`config.mk`:
```
export PLATFORM = sky130hd
export DESIGN_NAME = dmem_addr_gen
export DESIGN_NICKNAME = d
export VERILOG_FILES = /design/src/rtl/dag_pkg.sv /design/src/rtl/dag_ctrl_regs.sv /design/src/rtl/dag_addr_calc.sv /design/src/rtl/dag_out_reg.sv /design/src/rtl/dmem_addr_gen.sv
export SDC_FILE = /design/constraint.sdc
export NUM_CORES = 1
export LEC_CHECK = 0
export ABC_AREA = 1
export BUFFER_PORTS_ARGS = -buffer_cell sky130_fd_sc_hd__buf_2
export CAP_MARGIN = 20
export CORE_MARGIN = 5
export CORE_UTILIZATION = 48
export DETAILED_ROUTE_END_ITERATION = 16
export GPL_ROUTABILITY_DRIVEN = 1
export PLACE_DENSITY = 0.79
export SLEW_MARGIN = 20
export SYNTH_ARGS = -nofsm -noshare
export SYNTH_HDL_FRONTEND = slang
export SYNTH_SLANG_ARGS = --single-unit
```
`constraint.sdc`:
```
create_clock -name clk_i -period 1.5 [get_ports clk_i]
set_input_delay 0.225 -clock clk_i [delete_from_list [all_inputs] [get_ports clk_i]]
set_output_delay 0.225 -clock clk_i [all_outputs]
set_load 0.01 [all_outputs]
```
`src/rtl/dag_pkg.sv`:
```
package dag_pkg;
  localparam int unsigned ADDR_W = 16;
  localparam int unsigned OFS_W  = 7;
  localparam int unsigned INSTR_W = 16;

  typedef enum logic {
    BASE_PAGE  = 1'b0,
    BASE_STACK = 1'b1
  } base_mode_e;
endpackage

```
`src/rtl/dag_ctrl_regs.sv`:
```
module dag_ctrl_regs #(
  parameter int unsigned PAGE_W = 9
) (
  input  logic                clk_i,
  input  logic                rst_ni,
  input  logic                page_load_i,
  input  logic [PAGE_W-1:0]   page_data_i,
  input  logic                mode_set_i,
  input  logic                mode_clr_i,
  output logic [PAGE_W-1:0]   page_o,
  output dag_pkg::base_mode_e mode_o
);
  import dag_pkg::*;

  logic [PAGE_W-1:0] page_q;
  base_mode_e        mode_q, mode_d;

  always_comb begin
    mode_d = mode_q;
    if (mode_clr_i)      mode_d = BASE_PAGE;
    else if (mode_set_i) mode_d = BASE_STACK;
  end

  always_ff @(posedge clk_i or negedge rst_ni) begin
    if (!rst_ni) begin
      page_q <= '0;
      mode_q <= BASE_PAGE;
    end else begin
      if (page_load_i) page_q <= page_data_i;
      mode_q <= mode_d;
    end
  end

  assign page_o = page_q;
  assign mode_o = mode_q;
endmodule

```
`src/rtl/dag_addr_calc.sv`:
```
module dag_addr_calc #(
  parameter int unsigned ADDR_W = 16,
  parameter int unsigned OFS_W  = 7
) (
  input  logic [ADDR_W-OFS_W-1:0] page_i,
  input  dag_pkg::base_mode_e     mode_i,
  input  logic [ADDR_W-1:0]       sp_i,
  input  logic [OFS_W-1:0]        ofs_i,
  input  logic                    reg_acc_i,
  output logic [ADDR_W-1:0]       addr_o
);
  import dag_pkg::*;
  localparam int unsigned PAGE_W = ADDR_W - OFS_W;

  logic [ADDR_W-1:0] ofs_ext;
  logic [ADDR_W-1:0] paged_addr;
  logic [ADDR_W-1:0] stack_addr;

  assign ofs_ext    = {{PAGE_W{1'b0}}, ofs_i};
  assign paged_addr = {page_i, ofs_i};
  // unsigned add, carry out discarded: wraps modulo 2^ADDR_W
  assign stack_addr = sp_i + ofs_ext;

  always_comb begin
    if (reg_acc_i)                addr_o = ofs_ext;
    else if (mode_i == BASE_STACK) addr_o = stack_addr;
    else                          addr_o = paged_addr;
  end
endmodule

```
`src/rtl/dag_out_reg.sv`:
```
module dag_out_reg #(
  parameter int unsigned ADDR_W = 16
) (
  input  logic              clk_i,
  input  logic              rst_ni,
  input  logic              load_i,
  input  logic [ADDR_W-1:0] addr_i,
  output logic [ADDR_W-1:0] addr_o,
  output logic              valid_o
);
  always_ff @(posedge clk_i or negedge rst_ni) begin
    if (!rst_ni) begin
      addr_o  <= '0;
      valid_o <= 1'b0;
    end else begin
      valid_o <= load_i;
      if (load_i) addr_o <= addr_i;
    end
  end
endmodule

```
`src/rtl/dmem_addr_gen.sv`:
```
module dmem_addr_gen #(
  parameter int unsigned ADDR_W  = dag_pkg::ADDR_W,
  parameter int unsigned OFS_W   = dag_pkg::OFS_W,
  parameter int unsigned INSTR_W = dag_pkg::INSTR_W
) (
  input  logic                      clk_i,
  input  logic                      rst_ni,
  input  logic                      page_load_i,
  input  logic [ADDR_W-OFS_W-1:0]   page_data_i,
  input  logic                      mode_set_i,
  input  logic                      mode_clr_i,
  input  logic [ADDR_W-1:0]         sp_i,
  input  logic                      req_i,
  input  logic [INSTR_W-1:0]        instr_i,
  input  logic                      reg_acc_i,
  output logic [ADDR_W-1:0]         addr_o,
  output logic                      addr_valid_o
);
  import dag_pkg::*;
  localparam int unsigned PAGE_W = ADDR_W - OFS_W;
  localparam int unsigned DIR_BIT = OFS_W;

  logic [PAGE_W-1:0] page_q;
  base_mode_e        mode_q;
  logic [ADDR_W-1:0] addr_d;
  logic              accept;

  // bit just above the offset field: 0 marks a direct operand
  assign accept = req_i & ~instr_i[DIR_BIT];

  dag_ctrl_regs #(.PAGE_W(PAGE_W)) u_ctrl (
    .clk_i       (clk_i),
    .rst_ni      (rst_ni),
    .page_load_i (page_load_i),
    .page_data_i (page_data_i),
    .mode_set_i  (mode_set_i),
    .mode_clr_i  (mode_clr_i),
    .page_o      (page_q),
    .mode_o      (mode_q)
  );

  dag_addr_calc #(.ADDR_W(ADDR_W), .OFS_W(OFS_W)) u_calc (
    .page_i    (page_q),
    .mode_i    (mode_q),
    .sp_i      (sp_i),
    .ofs_i     (instr_i[OFS_W-1:0]),
    .reg_acc_i (reg_acc_i),
    .addr_o    (addr_d)
  );

  dag_out_reg #(.ADDR_W(ADDR_W)) u_out (
    .clk_i   (clk_i),
    .rst_ni  (rst_ni),
    .load_i  (accept),
    .addr_i  (addr_d),
    .addr_o  (addr_o),
    .valid_o (addr_valid_o)
  );
endmodule

```
* Word-level counts from Yosys, hierarchy flattened *
Index checks and enable logic that the tools add are counted.
W data, S select, Z words.

storage, ports and cells
  register bits after elaboration = 27
  bits of input ports = 48
  output and inout bits = 17
  logic and storage cells = 12

operators by class
  add/sub/neg operators = 1
  mux-type cells = 4
  bitwise gates (word level) = 2
  reductions and logical operators = 1

operators by type and width
  operator            number
  $mux W16            2
  $add A16 B7 Y16     1
  $mux W1             2
  $reduce_bool A2 Y1  1
  $and A1 B1 Y1       1
  $not A1 Y1          1

* Depth between registers and ports, before layout *
  depth after elaboration = 3
  mapped depth = 12
  mapped depth without buffers = 12

* By module *
Synthesis repeated with hierarchy kept, for this count alone.

second synthesis, totals
  cells, all modules = 307
  area, all modules = 1980.6 um2

modules (own cells, without submodules)
  module         times used  cells an instance  area an instance (um2)  seq. area each (um2)
  dag_addr_calc  1           195                927.1                   0.0
  dag_out_reg    1           69                 669.4                   425.4
  dag_ctrl_regs  1           41                 374.1                   250.2
  dmem_addr_gen  1           2                  10.0                    0.0

* Worst setup path after synthesis *
No wires, ideal clock.

  path type = input-to-reg
  from = input sp_i[0]
  to = register u_out.addr_o[12]
  setup time = 0.116 ns
  data arrival time = 1.443 ns
  required time = 1.384 ns
  slack = -0.059 ns
  stages = 11
  path buffers = 0
  cell sequence = ha_1 > fa_1 > nand2_1 > nand2_1 > and2_1 > nand2_1 > nand2_1 > nand3_1 > nand3_1 > nand2_1 > nand2_1

between the ends
  longest elaborated chain between the ends = 3

RTL lines
  element               line                 source
  start, declared       dmem_addr_gen.sv:12  input logic [ADDR_W-1:0] sp_i,
  $add A16 B7 Y16       dag_addr_calc.sv:22  assign stack_addr = sp_i + ofs_ext;
  $mux W16              dag_addr_calc.sv:26  else if (mode_i == BASE_STACK) addr_o = stack_addr;
  $mux W16              dag_addr_calc.sv:25  if (reg_acc_i) addr_o = ofs_ext;
  end signal, assigned  dag_out_reg.sv:17    if (load_i) addr_o <= addr_i;
  end, declared         dag_out_reg.sv:8     output logic [ADDR_W-1:0] addr_o,

No other way between the ends.
A chain may end at the register's enable or synchronous reset.

* Worst setup path in the final report *
  from = input instr_i[0]
  to = register u_out.addr_o[12]

between the ends
  longest elaborated chain between the ends = 3

RTL lines
  element          line                 source
  start, declared  dmem_addr_gen.sv:14  input logic [INSTR_W-1:0] instr_i,
  $add A16 B7 Y16  dag_addr_calc.sv:22
  $mux W16         dag_addr_calc.sv:26
  $mux W16         dag_addr_calc.sv:25

No other way between the ends.

==> out/results.ini <==
[drt]
vias = 1828
finalWirelength_microns = 4420
drc = 0
drtIter0Drc = 95
wl_per_cell_microns = 11.7
routed_via_density = 4.84
first_pass_iters = 4
ant_nets = 0

[placed_design]
dpl_worst_slack_ns = -0.220
hpwl_microns = 3650
dp.cells = 373
place_congestion = 0.884
io_buffers = 56
place_area_sq_mm = 0.00220

[sta]
hold_viol_final = 0
setup_violations = 0
fmax_mhz = 715
fin_skew_ns = 0.00347
final_max_slew_viol_count = 0
holdWs_ns = 0.0900
fin_ws_ns = 0.101
fin_crit_sh_pct = 93.3
finalCriticalPeriod_ns = 1.40
tightest_slew_ns = 0.602
slew_headroom_pct = 59.9

[synthesis]
synth.distinct_cells = 23
synth_seq_cells = 27
synth_cells = 266
yosysWarningCount = 0
synth_top_area_share_pct = 37.1
seq_area_frac_synth_pct = 37.1
synth_area_per_cell_sq_um = 6.84
synth_nets = 322
synth_area_leaders = dfrtp_1, nand2_1, inv_1, nand3_1, ha_1
yosysTopAreaCell = dfrtp_1
syn_area_sq_mm = 0.00182

[outcome]
status = completed

[hold_path]
hold_class = input pin to flip-flop

[global_routing]
antenna_found_initial = 0
gr-usage-met3_pct = 4.07
grt_max_degree = 28
track_usage_pct = 17.9
overflow = 0
grtUsageMet1_pct = 24.3
grtUsageMet2_pct = 29.5
grt_pass1_wl_microns = 7560
grt_pass1_vias = 1753
top_usage_layer = met2

[floorplan]
die_w_microns = 71.6
dieHeight_microns = 71.6
io_pins = 65
rows = 22
initial_core_util_pct = 49.7
dieArea_sq_mm = 0.00512
coreArea_sq_mm = 0.00366

[cts]
cts_max_path_buffers = 2
clock-sinks = 27
insertion_delay_ns = 0.27
cts_tree = yes
post_cts_buffers = 0
clk_pin_slew_ns = 0.09
htreeDepth = 1
clk_root_buffer_cell = clkbuf_8
cts_buffers = 3

[cells_and_area]
layout_commonest_cell = nand2_1
layout-drive-gt1-share_pct = 27.3
finalNetCount = 387
insertedDiodeCount = 0
design_area_sq_mm = 0.00228
stdcell_count = 378
final_cell_mix = nand2_1, buf_2, inv_1, dfrtp_1, nand3_1
utilization_pct = 62.2
syn2layout_area_growth_pct = 25.1
nFillCells = 355

[worst_setup_path]
cp.required_ns = 1.67
setup.worst_path.end_class = flip-flop
r2r_slack_ns = 0.23
path_class = input pin to flip-flop
critPathLaunchType = input pin
slowest_delay_ns = 0.36
worstPathMaxFanout = 3
critPathTopFamily = simple AND/OR/NAND/NOR gates
worstPathCellList = buf_2, ha_2, fa_2, nand2_2, nand2_2, and2_4, nand2_2, nand2_1, nand3_1, nand3_2, nand2_1, nand2_1
cp.buffers_inverters = 1
cp.arrival_ns = 1.57
slowest_stage = fa_2

[power]
p_per_area_mw_per_mm2 = 785
p_leak_nw = 1.29
ir_drop_mv = 0.689

[run]
drv_cap = 0

## worst reg2reg max path: stages, from the launching register on
cell and delay, ns:
dfrtp_1 0.41, inv_2 0.07, nor2_4 0.21, inv_2 0.09, a221oi_1 0.32, nor2_1 0.06
## registers in the layout, summed over array words and instances, names as in the netlist
name / count
u_ctrl.mode_o: 1
u_ctrl.page_o: 9
u_out.valid_o: 1
u_out.addr_o: 16
## synthesized netlist by cell type
cell / instances
inv_1: 38
and2_1: 2
nor2_4: 2
nand3_1: 27
xor2_1: 2
a21oi_2: 9
nand4_1: 1
or2_1: 2
dfrtp_1: 27
o21ai_1: 4
fa_1: 1
o21ai_0: 11
clkbuf_1: 4
a221oi_1: 1
inv_2: 2
o211ai_1: 3
inv_4: 1
nand3b_1: 2
nor2_1: 20
buf_6: 1
a21oi_1: 1
ha_1: 7
nand2_1: 98
## final cells by class
class,count,area (sq um),share of cell area (%)
Multi-Input combinational cell,193,990,43.5
Sequential cell,27,676,29.7
Timing Repair Buffer,65,350,15.4
Inverter,41,156,6.87
Tap cell,48,60.1,2.64
Clock buffer,4,45.0,1.98
## power by group
part           switching (mW)  internal [mW]
clock network           0.217          0.190
registers              0.0396          0.810
logic                   0.315          0.216
## layer usage
layer  routed length, microns  vias up
li1                         -      960
met1                     2050      807
met2                     2020       55
met3                      307        6
met4                       46        0
met5                        0        -
## through the flow
stage	setup TNS [ns]	total power [mW]
after floorplan	0	1.16
after global placement	-1.33	1.38
after detailed placement	-1.49	1.39
after CTS	0	1.80
after global routing	-0.00504	1.92
final	0	1.79
## final timing paths
path                                 startpoint          endpoint  cells after the start
worst max register to register    u_ctrl.mode_o   u_out.addr_o[2]                      5
worst max-delay path                 instr_i[0]  u_out.addr_o[12]                     12
worst min register to register  u_out.addr_o[6]   u_out.addr_o[6]                      2
max in group asynchronous                rst_ni  u_out.addr_o[15]                      2
min in group asynchronous                rst_ni     u_out.valid_o                      2
worst min-delay path                 mode_clr_i     u_ctrl.mode_o                      2
## cells by family (layout without fill, tap and decap cells)
family | after synthesis | count (layout) | share of synthesized area [%]
AND/OR/NAND/NOR | 154 | 154 | 35.5
XOR/XNOR | 2 | 2 | 0.962
flip-flops | 27 | 27 | 37.1
adder cells (fa/ha/maj) | 8 | 8 | 5.91
buffers and inverters | 46 | 110 | 10.0
AO/OA/AOI/OAI | 29 | 29 | 10.4
## timing repair
action / in CTS / in global routing
endpoints found under the setup margin: 0 / 4
hold buffers: 1 / 0
resized for setup: 0 / 7
endpoints found under the hold margin: 27 / 0
No activity file was read; power rests on OpenSTA's default activity.
